==> src/rtl/chop_pkg.sv <==
package chop_pkg;

  typedef enum logic [1:0] {
    CH_IDLE      = 2'd0,
    CH_STEADY    = 2'd1,
    CH_PULSE_OFF = 2'd2,
    CH_PULSE_ON  = 2'd3
  } chanState_t;

  typedef struct packed {
    logic clear;
    logic loadOff;
    logic loadOn;
  } timerCmd_t;

endpackage

==> src/rtl/oc_filter.sv <==
module oc_filter #(
  parameter int SYNC_STAGES = 2,
  parameter int CONFIRM     = 2
) (
  input  logic clk,
  input  logic rstN,
  input  logic flagIn,
  output logic qualOut
);

  logic [SYNC_STAGES-1:0] syncQ;
  logic [CONFIRM-2:0]     histQ;
  logic [CONFIRM-1:0]     window;

  always_ff @(posedge clk or negedge rstN) begin
    if (!rstN) begin
      syncQ <= '0;
    end else begin
      syncQ <= {syncQ[SYNC_STAGES-2:0], flagIn};
    end
  end

  // newest synchronized sample plus the previous CONFIRM-1 samples
  assign window = {histQ, syncQ[SYNC_STAGES-1]};

  always_ff @(posedge clk or negedge rstN) begin
    if (!rstN) begin
      histQ <= '0;
    end else begin
      histQ <= window[CONFIRM-2:0];
    end
  end

  assign qualOut = &window;

endmodule

==> src/rtl/chop_timer.sv <==
module chop_timer
  import chop_pkg::*;
#(
  parameter int ON_CYCLES  = 2000,
  parameter int OFF_CYCLES = 125000
) (
  input  logic      clk,
  input  logic      rstN,
  input  timerCmd_t cmd,
  output logic      zero
);

  localparam int MAX_WIN = (ON_CYCLES > OFF_CYCLES) ? ON_CYCLES : OFF_CYCLES;
  localparam int CNT_W   = $clog2(MAX_WIN + 1);
  localparam logic [CNT_W-1:0] ON_LOAD  = CNT_W'(ON_CYCLES - 1);
  localparam logic [CNT_W-1:0] OFF_LOAD = CNT_W'(OFF_CYCLES - 1);

  logic [CNT_W-1:0] count;

  always_ff @(posedge clk or negedge rstN) begin
    if (!rstN) begin
      count <= '0;
    end else if (cmd.clear) begin
      count <= '0;
    end else if (cmd.loadOff) begin
      count <= OFF_LOAD;
    end else if (cmd.loadOn) begin
      count <= ON_LOAD;
    end else if (count != '0) begin
      count <= count - 1'b1;
    end
  end

  assign zero = (count == '0);

endmodule

==> src/rtl/chop_datapath.sv <==
module chop_datapath
  import chop_pkg::*;
#(
  parameter int NUM_CH      = 8,
  parameter int ON_CYCLES   = 2000,
  parameter int OFF_CYCLES  = 125000,
  parameter int SYNC_STAGES = 2,
  parameter int CONFIRM     = 2
) (
  input  logic                   clk,
  input  logic                   rstN,
  input  logic      [NUM_CH-1:0] ocFlag,
  input  timerCmd_t [NUM_CH-1:0] timerCmd,
  output logic      [NUM_CH-1:0] ocQual,
  output logic      [NUM_CH-1:0] timerZero
);

  for (genvar ch = 0; ch < NUM_CH; ch++) begin : g_lane
    oc_filter #(
      .SYNC_STAGES(SYNC_STAGES),
      .CONFIRM    (CONFIRM)
    ) u_filter (
      .clk    (clk),
      .rstN   (rstN),
      .flagIn (ocFlag[ch]),
      .qualOut(ocQual[ch])
    );

    chop_timer #(
      .ON_CYCLES (ON_CYCLES),
      .OFF_CYCLES(OFF_CYCLES)
    ) u_timer (
      .clk (clk),
      .rstN(rstN),
      .cmd (timerCmd[ch]),
      .zero(timerZero[ch])
    );
  end

endmodule

==> src/rtl/chop_control.sv <==
module chop_control
  import chop_pkg::*;
#(
  parameter int NUM_CH = 8
) (
  input  logic                   clk,
  input  logic                   rstN,
  input  logic      [NUM_CH-1:0] cmdOn,
  input  logic      [NUM_CH-1:0] ocQual,
  input  logic      [NUM_CH-1:0] timerZero,
  output timerCmd_t [NUM_CH-1:0] timerCmd,
  output logic      [NUM_CH-1:0] gateOn,
  output logic      [NUM_CH-1:0] chopping
);

  for (genvar ch = 0; ch < NUM_CH; ch++) begin : g_fsm
    chanState_t state;
    chanState_t stateNext;
    timerCmd_t  tcmd;

    always_comb begin
      stateNext = state;
      tcmd      = '0;
      if (!cmdOn[ch]) begin
        stateNext  = CH_IDLE;
        tcmd.clear = 1'b1;
      end else begin
        unique case (state)
          CH_IDLE: stateNext = CH_STEADY;
          CH_STEADY: begin
            if (ocQual[ch]) begin
              stateNext    = CH_PULSE_OFF;
              tcmd.loadOff = 1'b1;
            end
          end
          CH_PULSE_OFF: begin
            if (timerZero[ch]) begin
              stateNext   = CH_PULSE_ON;
              tcmd.loadOn = 1'b1;
            end
          end
          CH_PULSE_ON: begin
            // overcurrent wins over a window that ends in the same cycle
            if (ocQual[ch]) begin
              stateNext    = CH_PULSE_OFF;
              tcmd.loadOff = 1'b1;
            end else if (timerZero[ch]) begin
              stateNext = CH_STEADY;
            end
          end
          default: stateNext = CH_IDLE;
        endcase
      end
    end

    always_ff @(posedge clk or negedge rstN) begin
      if (!rstN) begin
        state <= CH_IDLE;
      end else begin
        state <= stateNext;
      end
    end

    assign timerCmd[ch] = tcmd;
    assign gateOn[ch]   = cmdOn[ch] &
                          ((state == CH_STEADY) || (state == CH_PULSE_ON));
    assign chopping[ch] = (state == CH_PULSE_ON) || (state == CH_PULSE_OFF);
  end

endmodule

==> src/rtl/chop_limiter.sv <==
module chop_limiter
  import chop_pkg::*;
#(
  parameter int NUM_CH     = 8,
  parameter int ON_CYCLES  = 2000,
  parameter int OFF_CYCLES = 125000
) (
  input  logic              clk,
  input  logic              rstN,
  input  logic [NUM_CH-1:0] cmdOn,
  input  logic [NUM_CH-1:0] ocFlag,
  output logic [NUM_CH-1:0] gateOn,
  output logic [NUM_CH-1:0] chopping
);

  localparam int SYNC_STAGES = 2;
  localparam int CONFIRM     = 2;

  timerCmd_t [NUM_CH-1:0] timerCmd;
  logic      [NUM_CH-1:0] ocQual;
  logic      [NUM_CH-1:0] timerZero;

  chop_datapath #(
    .NUM_CH     (NUM_CH),
    .ON_CYCLES  (ON_CYCLES),
    .OFF_CYCLES (OFF_CYCLES),
    .SYNC_STAGES(SYNC_STAGES),
    .CONFIRM    (CONFIRM)
  ) u_datapath (
    .clk      (clk),
    .rstN     (rstN),
    .ocFlag   (ocFlag),
    .timerCmd (timerCmd),
    .ocQual   (ocQual),
    .timerZero(timerZero)
  );

  chop_control #(
    .NUM_CH(NUM_CH)
  ) u_control (
    .clk      (clk),
    .rstN     (rstN),
    .cmdOn    (cmdOn),
    .ocQual   (ocQual),
    .timerZero(timerZero),
    .timerCmd (timerCmd),
    .gateOn   (gateOn),
    .chopping (chopping)
  );

endmodule

==> config.mk <==
export PLATFORM = sky130hd
export DESIGN_NAME = chop_limiter
export DESIGN_NICKNAME = d
export VERILOG_FILES = /design/src/rtl/chop_pkg.sv /design/src/rtl/oc_filter.sv /design/src/rtl/chop_timer.sv /design/src/rtl/chop_datapath.sv /design/src/rtl/chop_control.sv /design/src/rtl/chop_limiter.sv
export SDC_FILE = /design/constraint.sdc
export NUM_CORES = 1
export LEC_CHECK = 0
export BUFFER_PORTS_ARGS = -buffer_cell sky130_fd_sc_hd__buf_4
export CORE_MARGIN = 8
export CORE_UTILIZATION = 29
export CTS_BUF_LIST = sky130_fd_sc_hd__clkbuf_8 sky130_fd_sc_hd__clkbuf_16
export DETAILED_ROUTE_END_ITERATION = 8
export GPL_TIMING_DRIVEN = 0
export PLACE_DENSITY_LB_ADDON = 0.3
export SETUP_SLACK_MARGIN = 0.2
export SYNTH_ARGS = -nofsm -noshare
export SYNTH_HDL_FRONTEND = slang
export SYNTH_HIERARCHICAL = 1
export SYNTH_SLANG_ARGS = --single-unit
==> constraint.sdc <==
create_clock -name clk -period 3.3 [get_ports clk]
set_clock_uncertainty 0.05 [all_clocks]
set_input_delay 0.165 -clock clk [delete_from_list [all_inputs] [get_ports clk]]
set_output_delay 0.165 -clock clk [all_outputs]
set_load 0.01 [all_outputs]
==> run metrics, run 1 <==
aggregate global-route resource usage 11.06%; initial antenna violation count 0; Rows 67; postcts setup bufs 0; die area 39,720 µm²; post-DR wirelength/cell 13.84 µm; nets@finish 1,076; Final ANT Viol Nets 0; Critical Path AT 3.15 ns; yosys warns 6; async set-reset flop share out of synthesis 100.0%; dpl ws 0.08277 ns; first-pass GRT wire length 37.05 mm; min-delay worst type in -> async; Layout area overhead 16.57%; FF+latch count, synth 176; Gate Count Post-Synth 980; internal power 6.069 mW; Comb power frac 46.8%; gr ovfl total 0; slowest stage cell, crit path or4_1; HPWL after DPL 14.18 mm; Worst Setup End Kind flip-flop; status complete, no violations; placed cell count 1,462; RSZ-0062 raised after global routing no; Synth Area per Inst 9.942 µm²; Net Sw Frac 42.60%; Die W 199.3 µm; Max clock buf depth 2; DIE HEIGHT 199.3 µm; max_slew headroom 53.80%; Final Hold Fails 0; Starting Density 29.28%; vias per std cell 5.118; setup_tns 0 ns; crit-path max cell delay 0.58 ns; most frequent cells in the layout 176 x dfrtp_1, 97 x nand2_1, 59 x xor2_1; GPL Wtd Cong 0.7791; fin crit share 86.93%; CP required 3.58 ns; crit path time final 2.869 ns; vias in the first global route 7,553; most common cell after layout, fill and taps aside dfrtp_1; CP max FO 9; CTS tree built; Top delay family on crit path simple AND/OR/NAND/NOR gates; switching power 4.504 mW; IO buf count 33; WS Path Type reg -> reg; drt drc 0; Filler cells 3,362; CTS buffer count 17; H-Tree Depth 4; Flop pwr share 34.1%; DRT Wirelength 20.91 mm; Lkg Pwr 4.783 nW; max-slew violation count 0; antenna cell count 0; sequential area share after synthesis 45.20%; layout cell share with drive strength beyond 1 13.83%; crit path launch type flip-flop; largest net degree at the start of global routing 92; Mapped Nets 1,006; Iter 0 DRT Violations 422; main flop type after synthesis dfrtp_1; endpoints failing setup 0; Core ar. 33,280 µm²; clock sink count 176; Pre-antenna DRT Iters 5; Clock Pin Slew Worst Setup and Hold Paths 0.07 ns; Clk Latency, worst-skew pair 0.44 ns; total number of vias 7,733; post-synth cell types 56; Layout Cells excl Fill 1,511; Worst-Margin Slew 0.6930 ns; power density over the cells 931.0 nW/µm²; worst-path cell chain or4_1 -> nor4_1 -> and2b_2 -> and4b_1 -> nor2_1 -> a21boi_0 -> a221oi_1; Setup WS post-layout 0.4313 ns; EDFF count, synth 0; Worst Path Buf+Inv 0; clk root buf clkbuf_16; Top Ports 34; Fmax 348.6 MHz; Max-Cap Viols 0; mapped cell area 9743 µm²; maximum vdd ir drop 0.3434 mV; Clock Power Share 19.1%
==> sequential cells by signal, summed over array words and instances (netlist names) <==
| name | cells |
|---|---|
| u_datapath/g_lane.u_filter/histQ | 8 |
| u_control/g_fsm.state | 16 |
| u_datapath/g_lane.u_timer/count | 136 |
| u_datapath/g_lane.u_filter/syncQ | 16 |
==> logic make-up (layout without fill, tap and decap cells) <==
logic type,count (synthesis),in the layout,share of synthesized area (%)
adders and majority gates,8,8,1.027
xor gates and xnor gates,60,60,5.394
AOI/OAI and AO/OA,190,190,14.00
buffers and inverters,70,153,3.377
and+or+nand+nor,476,476,31.00
DFF,176,176,45.20
==> synth_stat cells (all sizes together), types with 19 or more instances <==
| library cell | n | share of area (%) |
|---|---|---|
| xor2 | 59 | 5.3 |
| nor4 | 25 | 2.7 |
| nand3 | 51 | 3.5 |
| nor3 | 41 | 2.9 |
| and3 | 24 | 1.9 |
| a21boi | 22 | 1.7 |
| o21ai | 26 | 1.3 |
| nand2 | 97 | 3.7 |
| nor4b | 22 | 2.0 |
| a21oi | 35 | 1.8 |
| inv | 38 | 1.5 |
| nand4 | 21 | 1.3 |
| a31oi | 19 | 1.2 |
| nor2 | 58 | 2.2 |
| or3 | 23 | 1.5 |
| dfrtp | 176 | 45 |
==> per-layer routing <==
layer  GRT usage [%]  wire length, µm
met1           15.27            10460
met2           17.25             9694
met4           3.459              208
met5               0                0
met3           2.122              553
==> path summary, 6_finish.rpt <==
kind / startpoint / to / slack (ns) / depth (start not counted)
max: u_datapath/g_lane[3].u_timer/count[13] / u_datapath/g_lane[3].u_timer/count[6] / 0.43 / 7
min: rstN / u_datapath/g_lane[1].u_timer/count[3] / 0.25 / 2
max reg2reg: u_datapath/g_lane[3].u_timer/count[13] / u_datapath/g_lane[3].u_timer/count[6] / 0.43 / 7
min reg2reg: u_datapath/g_lane[1].u_filter/syncQ[0] / u_datapath/g_lane[1].u_filter/syncQ[1] / 0.30 / 0
max in group asynchronous: rstN / u_datapath/g_lane[6].u_timer/count[16] / 2.07 / 3
min in group clk: u_datapath/g_lane[1].u_filter/syncQ[0] / u_datapath/g_lane[1].u_filter/syncQ[1] / 0.30 / 0
==> power groups by stage <==
stage	sequential [mW]	combinational (mW)	clock (mW)
2_1_floorplan	3.45	4.03	0
3_3_place_gp	3.61	4.84	0
3_5_place_dp	3.62	4.90	0
4_1_cts	3.60	4.96	2.11
5_1_grt	3.72	5.61	2.18
6_report	3.60	4.95	2.02
==> per-stage QoR <==
stage | hold WS (ns) | total power [mW] | utilization (%) | cell area (µm²)
floorplan | -0.1806 | 7.475 | - | 9743
global placement | 0.2248 | 8.454 | 31.70 | 10550
detailed placement | 0.1691 | 8.525 | 31.81 | 10590
CTS | 0.2735 | 10.67 | 34.10 | 11350
global route | 0.2949 | 11.50 | 34.13 | 11360
finish | 0.2548 | 10.57 | 34.13 | 11360
==> layout make-up <==
type,instances,area [µm²],share of cell area [%]
Clock inverter,15,158.9,1.399
Buffer,32,187.7,1.653
Clock buffer,17,425.4,3.746
Inverter,38,142.6,1.256
Sequential cell,176,4404,38.78
Timing Repair Buffer,51,452.9,3.988
Tap cell,448,560.5,4.936
Multi-Input combinational cell,734,5025,44.24
==> timing repair <==
item,CTS,global route
gates cloned,0,0
endpoints found under the hold margin,103,0
endpoints found under the setup margin,4,7
hold buffers,17,0
gates resized for setup,1,4
Note: power is estimated with default switching activity, not from simulation.
==> run 2: changes to the inputs <==
==> constraint.sdc (replaced) <==
create_clock -name clk -period 3.3 [get_ports clk]
set_clock_uncertainty 0.05 [all_clocks]
set_input_delay 0.495 -clock clk [delete_from_list [all_inputs] [get_ports clk]]
set_output_delay 0.495 -clock clk [all_outputs]
set_load 0.01 [all_outputs]
==> run 2 against run 1 <==
Net effect: the flow now finishes with violations (hold timing); flip-flop and latch count unchanged; sequential power is essentially flat; hold slack worse by 0.26 ns; first-iteration DRC count rose by 4.0%; utilization fell by 0.51 points; fmax about the same; design area down 1.5%; global-route usage decreased by 0.068 points; critical endpoint unchanged.
==> run metrics, run 2 (same netlist as run 1, synthesis figures left out) <==
status finished with violations; failing checks hold timing; antenna cell count 0; CP required 3.58 ns; min-delay worst type in -> async; Max-Cap Viols 0; GPL Wtd Cong 0.7791; HPWL after DPL 14.18 mm; Top delay family on crit path simple AND/OR/NAND/NOR gates; most frequent cells in the layout 176 x dfrtp_1, 97 x nand2_1, 59 x xor2_1; WS Path Type reg -> reg; setup_tns 0 ns; Clock Pin Slew Worst Setup and Hold Paths 0.07 ns; crit path launch type flip-flop; Worst-Margin Slew 0.7000 ns; power density over the cells 943.5 nW/µm²; total number of vias 7,689; drt drc 0; crit path time final 2.869 ns; Worst Setup End Kind flip-flop; nets@finish 1,059; worst hold slack -0.007068 ns; most common cell after layout, fill and taps aside dfrtp_1; fin crit share 86.94%; placed cell count 1,462; Layout area overhead 14.82%; Hold Buf Count CTS 0; biggest regs u_datapath/g_lane.u_timer/count x136, u_control/g_fsm.state x16, u_datapath/g_lane.u_filter/syncQ x16; Final ANT Viol Nets 0; aggregate global-route resource usage 10.99%; number of flip-flops in the largest register 136; vias per std cell 5.147; IO buf count 33; Starting Density 29.28%; crit-path max cell delay 0.58 ns; maximum vdd ir drop 0.3422 mV; die area 39,720 µm²; CTS buffer count 17; largest net degree at the start of global routing 92; H-Tree Depth 4; vias in the first global route 7,495; clk root buf clkbuf_16; Fmax 348.6 MHz; slowest stage cell, crit path or4_1; Max clock buf depth 2; Core Util, Final 33.61%; CTS tree built; first-pass GRT wire length 36.81 mm; Clk Latency, worst-skew pair 0.44 ns; Pre-antenna DRT Iters 7; Iter 0 DRT Violations 439; initial antenna violation count 0; max_slew headroom 53.33%; RSZ-0062 raised after global routing no; DRT Wirelength 20.81 mm; clock sink count 176; max-slew violation count 0; Worst Path Buf+Inv 0; Top Ports 34; DIE HEIGHT 199.3 µm; Rows 67; Core ar. 33,280 µm²; post-DR wirelength/cell 13.93 µm; endpoints failing setup 0; Critical Path AT 3.15 ns; gr ovfl total 0; Layout Cells excl Fill 1,494; layout cell share with drive strength beyond 1 14.05%; Die W 199.3 µm; postcts setup bufs 0; Lkg Pwr 4.712 nW; Top reg by flops u_datapath/g_lane.u_timer/count; Final Hold Fails 2; CP max FO 9; worst-path cell chain or4_1 -> nor4_1 -> and2b_2 -> and4b_1 -> nor2_1 -> a21boi_0 -> a221oi_1
-- run 2: changes by cell type in the layout (fill, tap and decap cells not counted) --
cell	change
dlygate4sd3_1	-17
-- run 2: per-stage QoR --
| step | total power, mW | cell area (µm²) | setup WS, ns |
|---|---|---|---|
| final | 10.56 | 11190 | 0.4310 |
| after detailed placement | 8.525 | 10590 | 0.08277 |
| after global routing | 11.49 | 11190 | 0.2009 |
| after floorplan | 7.475 | 9743 | 0.7548 |
| after global placement | 8.454 | 10550 | 0.06985 |
| after CTS | 10.65 | 11180 | 0.2119 |
-- run 2: final cells by class --
cell class                      instances  area, µm²
Sequential cell                       176       4404
Tap cell                              448      560.5
Timing Repair Buffer                   34      282.8
Multi-Input combinational cell        734       5025
Clock inverter                         15      158.9
Buffer                                 32      187.7
Inverter                               38      142.6
Clock buffer                           17      425.4
Fill cell                            3372      22090
-- run 2: metal layers --
metal / vias up / global-route usage, % / routed length (µm)
met2: 99 / 17.09 / 9616
li1: 3786 / - / -
met1: 3788 / 15.19 / 10380
met5: - / 0 / 0
met4: 0 / 3.459 / 208
met3: 16 / 2.139 / 607
-- run 2: path summary, 6_finish.rpt --
| check | start | to | slack [ns] | cells past startpoint |
|---|---|---|---|---|
| worst max-delay path | u_datapath/g_lane[3].u_timer/count[13] | u_datapath/g_lane[3].u_timer/count[6] | 0.43 | 7 |
| worst min-delay path | rstN | u_datapath/g_lane[1].u_timer/count[3] | -0.007 | 1 |
| worst max register to register | u_datapath/g_lane[3].u_timer/count[13] | u_datapath/g_lane[3].u_timer/count[6] | 0.43 | 7 |
| worst min register to register | u_datapath/g_lane[7].u_filter/syncQ[0] | u_datapath/g_lane[7].u_filter/syncQ[1] | 0.30 | 0 |
| max in group asynchronous | rstN | u_datapath/g_lane[6].u_timer/count[16] | 2.32 | 2 |
| min in group clk | ocFlag[0] | u_datapath/g_lane[0].u_filter/syncQ[0] | 0.11 | 1 |
-- run 2: worst register-to-register path, stage by stage, from the launching register on --
cell and delay [ns]:
dfrtp_1 0.40, or4_1 0.58, nor4_1 0.38, and2b_2 0.26, and4b_1 0.42, nor2_1 0.22
a21boi_0 0.17, a221oi_1 0.29
-- run 2: report_power, final --
group	internal [mW]	leakage (nW)	switching (mW)
clock network	1.02	0.289	0.994
logic	2.24	2.12	2.70
registers	2.80	2.31	0.802
total	6.06	4.71	4.50
-- run 2: timing repair --
item                       in CTS  in global routing
pin swaps                       0                  0
gates resized for setup         1                  4
setup endpoints to repair       4                  7
==> run 3: changes to the inputs <==
Settings changed: CORE_UTILIZATION 29 to 55, PLACE_DENSITY from default to 0.74, PLACE_DENSITY_LB_ADDON 0.3 to default.
==> run 3 against run 2 <==
Net effect: the run now ends clean; cell count down 15%; register-to-register slack worse by 0.02 ns; routed wire length down 6.1%; design area down 2.2%; via count down 0.64%; sequential share of layout area up 0.91 points; flip-flop and latch count unchanged; total power up 0.30%.
==> run metrics, run 3 (same netlist as run 1, synthesis figures left out) <==
max-slew violation count 0; Filler cells 1,473; IO buf count 33; fin crit share 87.65%; largest net degree at the start of global routing 105; Final ANT Viol Nets 0; Hold Startpoint ocFlag[1]; aggregate global-route resource usage 18.05%; clock sink count 176; DRT Wirelength 19.53 mm; worst r2r src u_datapath/g_lane[5].u_timer/count[12]; status complete, no violations; Lkg Pwr 4.730 nW; Core Util, Final 63.22%; Max-Cap Viols 0; CP max FO 9; CP required 3.56 ns; CTS buffer count 17; Worst-Margin Slew 0.5969 ns; register area 4404 µm²; Iter 0 DRT Violations 474; Clock Pin Slew Worst Setup and Hold Paths 0.07 ns; Critical Path AT 3.16 ns; antenna cell count 0; max_slew headroom 59.90%; RSZ-0062 raised after global routing no; Layout area overhead 12.24%; gr ovfl total 0; most frequent cells in the layout 176 x dfrtp_1, 97 x nand2_1, 59 x xor2_1; first-pass GRT wire length 33.69 mm; Die W 149.1 µm; slowest stage cell, crit path or4_1; DIE HEIGHT 149.1 µm; clk root buf clkbuf_16; post-DR wirelength/cell 15.36 µm; vias per std cell 6.006; most common cell after layout, fill and taps aside dfrtp_1; crit-path max cell delay 0.58 ns; HPWL after DPL 13.45 mm; CTS tree built; area occupied by multi-input gates 5019 µm²; Layout Cells excl Fill 1,272; initial antenna violation count 0; Max clock buf depth 2; H-Tree Depth 4; min-delay worst type in -> reg; biggest regs u_datapath/g_lane.u_timer/count x136, u_control/g_fsm.state x16, u_datapath/g_lane.u_filter/syncQ x16; total number of vias 7,640; postcts setup bufs 0; maximum vdd ir drop 0.4850 mV; WS Path Type reg -> reg; Top reg by flops u_datapath/g_lane.u_timer/count; placed cell count 1,239; Worst Path Buf+Inv 0; Starting Density 56.33%; layout cell share with drive strength beyond 1 13.75%; die area 22,230 µm²; crit path time final 2.892 ns; nets@finish 1,060; endpoints failing setup 0; setup_tns 0 ns; Fmax 345.7 MHz; Core ar. 17,300 µm²; power density over the cells 968.1 nW/µm²; Rows 48; drt drc 0; Final Hold Fails 0; Clk Latency, worst-skew pair 0.43 ns; number of flip-flops in the largest register 136; Top delay family on crit path simple AND/OR/NAND/NOR gates; CP startpoint u_datapath/g_lane[5].u_timer/count[12]; Top Ports 34; GPL Wtd Cong 0.8243; worst-path cell chain or4_1 -> nor4_1 -> and2b_2 -> and4b_1 -> nor2_1 -> a21boi_0 -> a221oi_1; crit path launch type flip-flop; vias in the first global route 7,252; Worst Setup End Kind flip-flop; Pre-antenna DRT Iters 7
==> run 3: final timing paths <==
path                                                               end  slack (ns)  cells past startpoint
worst max-delay path             u_datapath/g_lane[5].u_timer/count[6]        0.41                      7
worst min-delay path            u_datapath/g_lane[1].u_filter/syncQ[0]        0.11                      1
worst max register to register   u_datapath/g_lane[5].u_timer/count[6]        0.41                      7
worst min register to register  u_datapath/g_lane[7].u_filter/syncQ[1]        0.30                      0
max in group asynchronous                  u_control/g_fsm[5].state[1]        1.78                      3
min in group asynchronous                  u_control/g_fsm[6].state[1]        0.55                      2
==> run 3: report_power, final <==
part / internal, mW / leakage, nW / total, mW / switching (mW)
logic: 2.23 / 2.12 / 4.94 / 2.70
registers: 2.80 / 2.31 / 3.61 / 0.810
clock network: 1.20 / 0.303 / 2.04 / 0.836
==> run 3: timing repair <==
item / 4_1_cts / 5_1_grt
resized for setup: 1 / 3
setup endpoints to repair: 4 / 5
hold buffers: 1 / 0
hold endpoints to repair: 13 / 0
gates cloned: 0 / 0
==> run 3: area by class of cell <==
type                       count  share of cell area [%]
buffer                        32                   1.716
clock buffer                  21                   4.394
clock inverter                11                   1.167
inverter                      38                   1.304
multi-input combinational    734                   45.89
sequential                   176                   40.27
tap                          225                   2.574
timing repair buffer          35                   2.677
==> run 3: through the flow <==
step / area, µm² / setup WS (ns) / power (mW) / hold WS (ns)
after global routing: 10940 / 0.2189 / 11.45 / 0.08803
after detailed placement: 10310 / 0.1589 / 8.503 / 0.2872
final: 10940 / 0.4076 / 10.59 / 0.1113
after global placement: 10270 / 0.1617 / 8.361 / 0.2833
after floorplan: 9743 / 0.7548 / 7.475 / 0.1494
after CTS: 10930 / 0.2972 / 10.63 / 0.09244
==> run 3: routing by layer <==
metal	vias up	track usage (%)	share of wire [%]
met3	17	4.005	3.0
met1	3756	24.44	49
met5	-	0	0
met2	96	28.51	47
li1	3771	-	-
met4	0	5.250	1.1
